## src/rtl/spi_stat_pkg.sv

```systemverilog
package spi_stat_pkg;
   typedef enum logic [0:0] {
      PH_HDR  = 1'b0,
      PH_DATA = 1'b1
   } phase_e;
endpackage

```

## src/rtl/spi_stat_sync.sv

```systemverilog
module spi_stat_sync #(
   parameter int   STAGES  = 2,
   parameter logic RST_VAL = 1'b0
) (
   input  logic clk,
   input  logic rst_n,
   input  logic d,
   output logic q
);
   generate
      if (STAGES < 1) begin : g_bad_stages
         $error("spi_stat_sync: STAGES must be at least 1");
      end
   endgenerate

   logic [STAGES-1:0] st;

   always_ff @(posedge clk or negedge rst_n) begin
      if (!rst_n) begin
         st <= {STAGES{RST_VAL}};
      end else begin
         st[0] <= d;
         for (int i = 1; i < STAGES; i++) st[i] <= st[i-1];
      end
   end

   assign q = st[STAGES-1];
endmodule

```

## src/rtl/spi_stat_shift.sv

```systemverilog
module spi_stat_shift #(
   parameter int W = 8
) (
   input  logic         clk,
   input  logic         rst_n,
   input  logic         active,
   input  logic         cs_start,
   input  logic         sclk_rise,
   input  logic         sclk_fall,
   input  logic         mosi,
   input  logic [W-1:0] load_word,
   output logic         miso,
   output logic         byte_done,
   output logic [W-1:0] rx_byte
);
   localparam int CW = $clog2(W);

   generate
      if (W < 4) begin : g_bad_width
         $error("spi_stat_shift: W must be at least 4");
      end
   endgenerate

   logic [CW-1:0] bitcnt;
   logic [W-2:0]  rx_sh;
   logic [W-1:0]  tx_sh;

   always_ff @(posedge clk or negedge rst_n) begin
      if (!rst_n) begin
         bitcnt    <= '0;
         rx_sh     <= '0;
         tx_sh     <= '0;
         rx_byte   <= '0;
         byte_done <= 1'b0;
      end else begin
         byte_done <= 1'b0;
         if (!active) begin
            bitcnt <= '0;
         end else begin
            if (cs_start) tx_sh <= load_word;
            if (sclk_rise) begin
               rx_sh <= {rx_sh[W-3:0], mosi};
               if (bitcnt == CW'(W-1)) begin
                  rx_byte   <= {rx_sh, mosi};
                  byte_done <= 1'b1;
                  bitcnt    <= '0;
               end else begin
                  bitcnt <= bitcnt + 1'b1;
               end
            end
            if (sclk_fall && !cs_start) begin
               if (bitcnt == '0) tx_sh <= load_word;
               else              tx_sh <= {tx_sh[W-2:0], 1'b0};
            end
         end
      end
   end

   assign miso = active & tx_sh[W-1];


   tx_stable_chk: assert property (@(posedge clk) disable iff (!rst_n)
      (!sclk_fall && !cs_start) |=> $stable(tx_sh));


   abort_clear_chk: assert property (@(posedge clk) disable iff (!rst_n)
      !active |=> (bitcnt == '0));
endmodule

```

## src/rtl/spi_stat_ctrl.sv

```systemverilog
module spi_stat_ctrl
   import spi_stat_pkg::*;
#(
   parameter int ADDR_W      = 6,
   parameter int DATA_W      = 8,
   parameter int STROBE_BASE = 48
) (
   input  logic              clk,
   input  logic              rst_n,
   input  logic              active,
   input  logic              byte_done,
   input  logic [DATA_W-1:0] rx_byte,
   output logic              read_sel,
   output logic [ADDR_W-1:0] reg_addr,
   output logic [DATA_W-1:0] reg_wdata,
   output logic              reg_we,
   output logic              strobe,
   output logic [ADDR_W-1:0] strobe_addr
);
   generate
      if (DATA_W != ADDR_W + 2) begin : g_bad_hdr
         $error("spi_stat_ctrl: header must hold two flags plus the address");
      end
      if (STROBE_BASE < 0 || STROBE_BASE >= (1 << ADDR_W)) begin : g_bad_base
         $error("spi_stat_ctrl: STROBE_BASE outside address space");
      end
   endgenerate

   phase_e            phase;
   logic              rw_q, burst_q, adv_q;
   logic [ADDR_W-1:0] addr_q;

   logic              hdr_rw, hdr_burst, hdr_is_strobe;
   logic [ADDR_W-1:0] hdr_addr;

   assign hdr_rw        = rx_byte[DATA_W-1];
   assign hdr_burst     = rx_byte[DATA_W-2];
   assign hdr_addr      = rx_byte[ADDR_W-1:0];
   assign hdr_is_strobe = !hdr_burst && (hdr_addr >= ADDR_W'(STROBE_BASE));

   always_ff @(posedge clk or negedge rst_n) begin
      if (!rst_n) begin
         phase       <= PH_HDR;
         rw_q        <= 1'b0;
         burst_q     <= 1'b0;
         adv_q       <= 1'b0;
         addr_q      <= '0;
         reg_wdata   <= '0;
         reg_we      <= 1'b0;
         strobe      <= 1'b0;
         strobe_addr <= '0;
      end else begin
         reg_we <= 1'b0;
         strobe <= 1'b0;
         adv_q  <= 1'b0;
         if (adv_q) addr_q <= addr_q + 1'b1;
         if (!active) begin
            phase <= PH_HDR;
         end else if (byte_done) begin
            case (phase)
               PH_HDR: begin
                  if (hdr_is_strobe) begin
                     strobe      <= 1'b1;
                     strobe_addr <= hdr_addr;
                  end else begin
                     phase   <= PH_DATA;
                     rw_q    <= hdr_rw;
                     burst_q <= hdr_burst;
                     addr_q  <= hdr_addr;
                  end
               end
               PH_DATA: begin
                  if (!rw_q) begin
                     reg_we    <= 1'b1;
                     reg_wdata <= rx_byte;
                  end
                  if (burst_q) adv_q <= 1'b1;
                  else         phase <= PH_HDR;
               end
               default: phase <= PH_HDR;
            endcase
         end
      end
   end

   assign read_sel = (phase == PH_DATA) && rw_q;
   assign reg_addr = addr_q;


   we_strobe_excl_chk: assert property (@(posedge clk) disable iff (!rst_n)
      !(reg_we && strobe));


   strobe_pulse_chk: assert property (@(posedge clk) disable iff (!rst_n)
      strobe |=> !strobe);


   strobe_range_chk: assert property (@(posedge clk) disable iff (!rst_n)
      strobe |-> (strobe_addr >= ADDR_W'(STROBE_BASE)));


   we_active_chk: assert property (@(posedge clk) disable iff (!rst_n)
      reg_we |-> $past(active));


   burst_step_chk: assert property (@(posedge clk) disable iff (!rst_n)
      (byte_done && active && phase == PH_DATA && burst_q) |=> ##1
         (addr_q == ADDR_W'($past(addr_q, 2) + 1'b1)));
endmodule

```

## src/rtl/spi_stat_slave.sv

```systemverilog
module spi_stat_slave #(
   parameter int ADDR_W        = 6,
   parameter int STATE_W       = 3,
   parameter int STROBE_BASE   = 48,
   parameter int SYNC_STAGES   = 2,
   parameter bit STATUS_AUX_EN = 1'b1
) (
   input  logic                       clk,
   input  logic                       rst_n,
   input  logic                       spi_sclk_i,
   input  logic                       spi_cs_n_i,
   input  logic                       spi_mosi_i,
   output logic                       spi_miso_o,
   input  logic                       xtal_rdy_n_i,
   input  logic [STATE_W-1:0]         op_state_i,
   input  logic [ADDR_W+1-STATE_W-1:0] stat_aux_i,
   output logic [ADDR_W-1:0]          reg_addr_o,
   output logic [ADDR_W+1:0]          reg_wdata_o,
   output logic                       reg_we_o,
   input  logic [ADDR_W+1:0]          reg_rdata_i,
   output logic                       strobe_o,
   output logic [ADDR_W-1:0]          strobe_addr_o
);
   localparam int DATA_W = ADDR_W + 2;
   localparam int AUX_W  = DATA_W - 1 - STATE_W;

   generate
      if (AUX_W < 1) begin : g_bad_status
         $error("spi_stat_slave: status byte has no room for the auxiliary field");
      end
   endgenerate

   logic s_sclk, s_cs_n, s_mosi;
   logic sclk_q, cs_n_q;
   logic active, cs_start, sclk_rise, sclk_fall;
   logic byte_done, read_sel;
   logic [DATA_W-1:0] rx_byte, status_word, load_word;
   logic [AUX_W-1:0]  aux_bits;

   spi_stat_sync #(.STAGES(SYNC_STAGES), .RST_VAL(1'b0)) u_sync_sclk (
      .clk(clk), .rst_n(rst_n), .d(spi_sclk_i), .q(s_sclk));
   spi_stat_sync #(.STAGES(SYNC_STAGES), .RST_VAL(1'b1)) u_sync_cs (
      .clk(clk), .rst_n(rst_n), .d(spi_cs_n_i), .q(s_cs_n));
   spi_stat_sync #(.STAGES(SYNC_STAGES), .RST_VAL(1'b0)) u_sync_mosi (
      .clk(clk), .rst_n(rst_n), .d(spi_mosi_i), .q(s_mosi));

   always_ff @(posedge clk or negedge rst_n) begin
      if (!rst_n) begin
         sclk_q <= 1'b0;
         cs_n_q <= 1'b1;
      end else begin
         sclk_q <= s_sclk;
         cs_n_q <= s_cs_n;
      end
   end

   assign active    = !s_cs_n;
   assign cs_start  = !s_cs_n && cs_n_q;
   assign sclk_rise = active && s_sclk && !sclk_q;
   assign sclk_fall = active && !s_sclk && sclk_q;

   generate
      if (STATUS_AUX_EN) begin : g_aux_live
         assign aux_bits = stat_aux_i;
      end else begin : g_aux_zero
         assign aux_bits = '0;
      end
   endgenerate

   assign status_word = {xtal_rdy_n_i, op_state_i, aux_bits};
   assign load_word   = read_sel ? reg_rdata_i : status_word;

   spi_stat_shift #(.W(DATA_W)) u_shift (
      .clk       (clk),
      .rst_n     (rst_n),
      .active    (active),
      .cs_start  (cs_start),
      .sclk_rise (sclk_rise),
      .sclk_fall (sclk_fall),
      .mosi      (s_mosi),
      .load_word (load_word),
      .miso      (spi_miso_o),
      .byte_done (byte_done),
      .rx_byte   (rx_byte)
   );

   spi_stat_ctrl #(
      .ADDR_W      (ADDR_W),
      .DATA_W      (DATA_W),
      .STROBE_BASE (STROBE_BASE)
   ) u_ctrl (
      .clk         (clk),
      .rst_n       (rst_n),
      .active      (active),
      .byte_done   (byte_done),
      .rx_byte     (rx_byte),
      .read_sel    (read_sel),
      .reg_addr    (reg_addr_o),
      .reg_wdata   (reg_wdata_o),
      .reg_we      (reg_we_o),
      .strobe      (strobe_o),
      .strobe_addr (strobe_addr_o)
   );
endmodule

```

## config.mk

```make
export PLATFORM = sky130hd
export DESIGN_NAME = spi_stat_slave
export DESIGN_NICKNAME = d
export VERILOG_FILES = /design/src/rtl/spi_stat_pkg.sv /design/src/rtl/spi_stat_sync.sv /design/src/rtl/spi_stat_shift.sv /design/src/rtl/spi_stat_ctrl.sv /design/src/rtl/spi_stat_slave.sv
export SDC_FILE = /design/constraint.sdc
export NUM_CORES = 1
export LEC_CHECK = 0
export ABC_AREA = 1
export BUFFER_PORTS_ARGS = -buffer_cell sky130_fd_sc_hd__buf_2
export CORE_UTILIZATION = 51
export CTS_BUF_LIST = sky130_fd_sc_hd__clkbuf_8
export DETAILED_ROUTE_END_ITERATION = 10
export PLACE_DENSITY = 0.77
export SETUP_SLACK_MARGIN = 0.2
export SYNTH_ARGS = -nofsm -noshare
export SYNTH_HDL_FRONTEND = slang
export SYNTH_SLANG_ARGS = --single-unit
```

## constraint.sdc

```tcl
create_clock -name clk -period 2.34 [get_ports clk]
set_input_delay 0.234 -clock clk [delete_from_list [all_inputs] [get_ports clk]]
set_output_delay 0.234 -clock clk [all_outputs]
set_load 0.1 [all_outputs]
```

==> qor.yml <==
sta:
  period_minus_slack_ns: 1.63
  setup_viol: 0
  period_share_pct: 69.5
  report.final.slew_viol_count: 0
  relSlewSlack_pct: 51.8
  final-hold-violation-count: 0
  clock.fmax_mhz: 615
  finalClockSkew_ns: 0.00610
  worstMarginPinSlew_ns: 0.723
  tns_ns: 0
  rsz0062_at_grt: "no"
grt:
  grt.total_usage_pct: 19.9
  antenna_found_initial: 0
  grt_max_degree: 62
  grt_overflow: 0
  grt_pass1_vias: 1864
  grt_pass1_wl_mm: 8.03
setup_path:
  r2r_start: "u_sync_cs.st[1]"
  startpoint_type: "register"
  path_delay_family: "flip-flops"
  crit_buf_inv: 1
  slowest_stage: "dfstp_2"
  crit_path_end_kind: "output pin"
  rr_worst_depth: 5
  crit_chain: "nor2_1, buf_2"
  slowest_delay_ns: 0.66
  crit_fanout: 9
  critical_path_class: "register to output pin"
  arrival_ns: 1.39
  worstPathRequired_ns: 2.11
  regToRegEndpoint: "u_ctrl.reg_wdata[5]"
  regToRegSetupSlack_ns: 0.87
logic_synthesis:
  netlist_area_sq_mm: 0.00265
  yosysMostFrequentCell: "nand2_1"
  synthTopCellsByArea: "dfrtp_1 55%, nand2_1 11%, inv_1 6.1%"
  synth_edf_count: 0
  yosysWarnings: 0
  synthDistinctLibCells: 26
  synthArstFlopShare_pct: 100
  yosysTopAreaCell: "dfrtp_1"
  synth_common_cells: "81 x nand2_1, 58 x dfrtp_1, 43 x inv_1"
  synth-seq-area-share_pct: 57.7
  syn_nets: 318
  synth_ff_type: "dfrtp_1"
  ys_ff_latch: 61
  syn_inst: 293
  synth_top_area_share_pct: 54.8
  avgSynthCellArea_sq_um: 9.04
drt:
  drt_pass1_iterations: 4
  drt_iter0_drc: 140
  wl_per_cell_um: 11.5
  dr_total_vias: 2037
  wl_mm: 4.79
  ant_nets: 0
  drc: 0
  via_per_inst: 4.88
final_layout:
  instances_no_fill: 417
  syn2layout_area_growth_pct: 19.2
  drive_above_1_share_pct: 22.9
  num_antenna_cells: 0
  fin_util_pct: 65.2
  layout.nets: 370
  fillers: 396
  finalInstanceArea_sq_mm: 0.00316
  regArea_sq_mm: 0.00153
  multi_input_area_sq_um: 905
power_and_ir_drop:
  power_density_mw_per_mm2: 726
  finalPower_w: 0.00229
  peakVddDrop_uv: 574
  power_leakage_nw: 1.68
floorplanning:
  die-width_um: 74.1
  io_pins: 44
  dieArea_sq_mm: 0.00549
  core_area_sq_mm: 0.00485
  rows: 25
  die_y_um: 74.1
  floorplan.initialDensity_pct: 54.7
cts:
  cts.reportedPaths.clkPinSlew_ns: 0.07
  cts_buffer_depth: 2
  clkLatencyLatePin_ns: 0.34
  cts-root-buf: "clkbuf_8"
  htreeDepth: 3
  postCtsSetupBuffers: 0
  numClockSinks: 61
  cts_tree: "done"
  numCtsBuffers: 9
placed_design:
  io_buffers: 43
  placed_cell_area_sq_mm: 0.00292
  place.gp.congestion: 0.772
  dp_hpwl_mm: 3.33
  dp_cells: 398
worst_hold_path:
  hp-class: "primary input to async pin"
flow_run:
  timing.max_cap.violations: 0
run_status:
  status: "finished clean"
-- per-layer routing --
layer / global-route usage [%] / share of wire [%]
met1: 27.8 / 50
met2: 27.7 / 44
met4: 13.9 / 3.2
met3: 4.34 / 2.4
met5: 0 / 0
-- what timing repair did --
action / 4_1_cts / 5_1_grt
endpoints found under the hold margin: 3 / 0
gates resized for setup: 0 / 0
hold buffers: 3 / 0
-- layout by cell type, fill, tap and decap left out, drive strengths merged, types with 4 or more instances in the layout --
| cell type | Yosys | layout |
|---|---|---|
| clkbuf | 0 | 12 |
| buf | 6 | 44 |
| nor2 | 8 | 8 |
| dfrtp | 58 | 58 |
| ha | 4 | 4 |
| inv | 47 | 48 |
| nand4 | 8 | 8 |
| nand2 | 84 | 84 |
| o21ai | 45 | 45 |
| nand3 | 20 | 20 |
-- where the power goes --
part	total (W)	leakage (nW)	internal (W)	switching, W
clock	0.000965	0.110	0.000573	0.000392
combinational	0.000179	0.757	0.0000603	0.000119
sequential	0.00115	0.810	0.00112	0.0000335
total	0.00229	1.68	0.00175	0.000544
-- sequential cells by signal, indices dropped and copies added (netlist names), 2 cells and up --
signal and cells:
u_sync_cs.st 2, u_ctrl.reg_wdata 8, u_shift.tx_sh 8, u_shift.rx_sh 7
u_sync_mosi.st 2, u_sync_sclk.st 2, u_shift.bitcnt 3, u_ctrl.reg_addr 6
u_shift.rx_byte 8, u_ctrl.strobe_addr 6
-- stage by stage --
| stage | hold WS (ns) | worst slack [ns] |
|---|---|---|
| CTS | 0.0676 | 0.696 |
| detailed placement | 0.337 | 0.876 |
| global placement | 0.333 | 0.912 |
| floorplan | -0.0616 | 0.321 |
| finish | 0.0289 | 0.713 |
| global route | 0.127 | 0.673 |
-- cell type report --
class / instances / share of cell area (%)
clock inverter: 4 / 1.47
inverter: 47 / 5.58
multi-input combinational: 179 / 28.6
sequential: 61 / 48.4
tap: 67 / 2.65
clock buffer: 12 / 5.23
timing repair buffer: 47 / 8.00
-- worst max-delay path by stage --
stage | endpoint | startpoint | cells after the start
finish | spi_miso_o | u_sync_cs.st[1] | 2
detailed placement | u_ctrl.reg_wdata[5] | u_sync_cs.st[1] | 5
floorplan | spi_miso_o | u_sync_cs.st[1] | 2
CTS | spi_miso_o | u_sync_cs.st[1] | 2
global placement | u_ctrl.reg_wdata[5] | u_sync_cs.st[1] | 5
global route | spi_miso_o | u_sync_cs.st[1] | 2
-- logic make-up after synthesis --
| family | share of synthesized area [%] |
|---|---|
| simple gates | 22.4 |
| flops | 57.7 |
| buf+inv | 8.12 |
| compound gates | 9.87 |
| fa+ha+maj | 1.89 |
No activity file was read; power rests on OpenSTA's default activity.
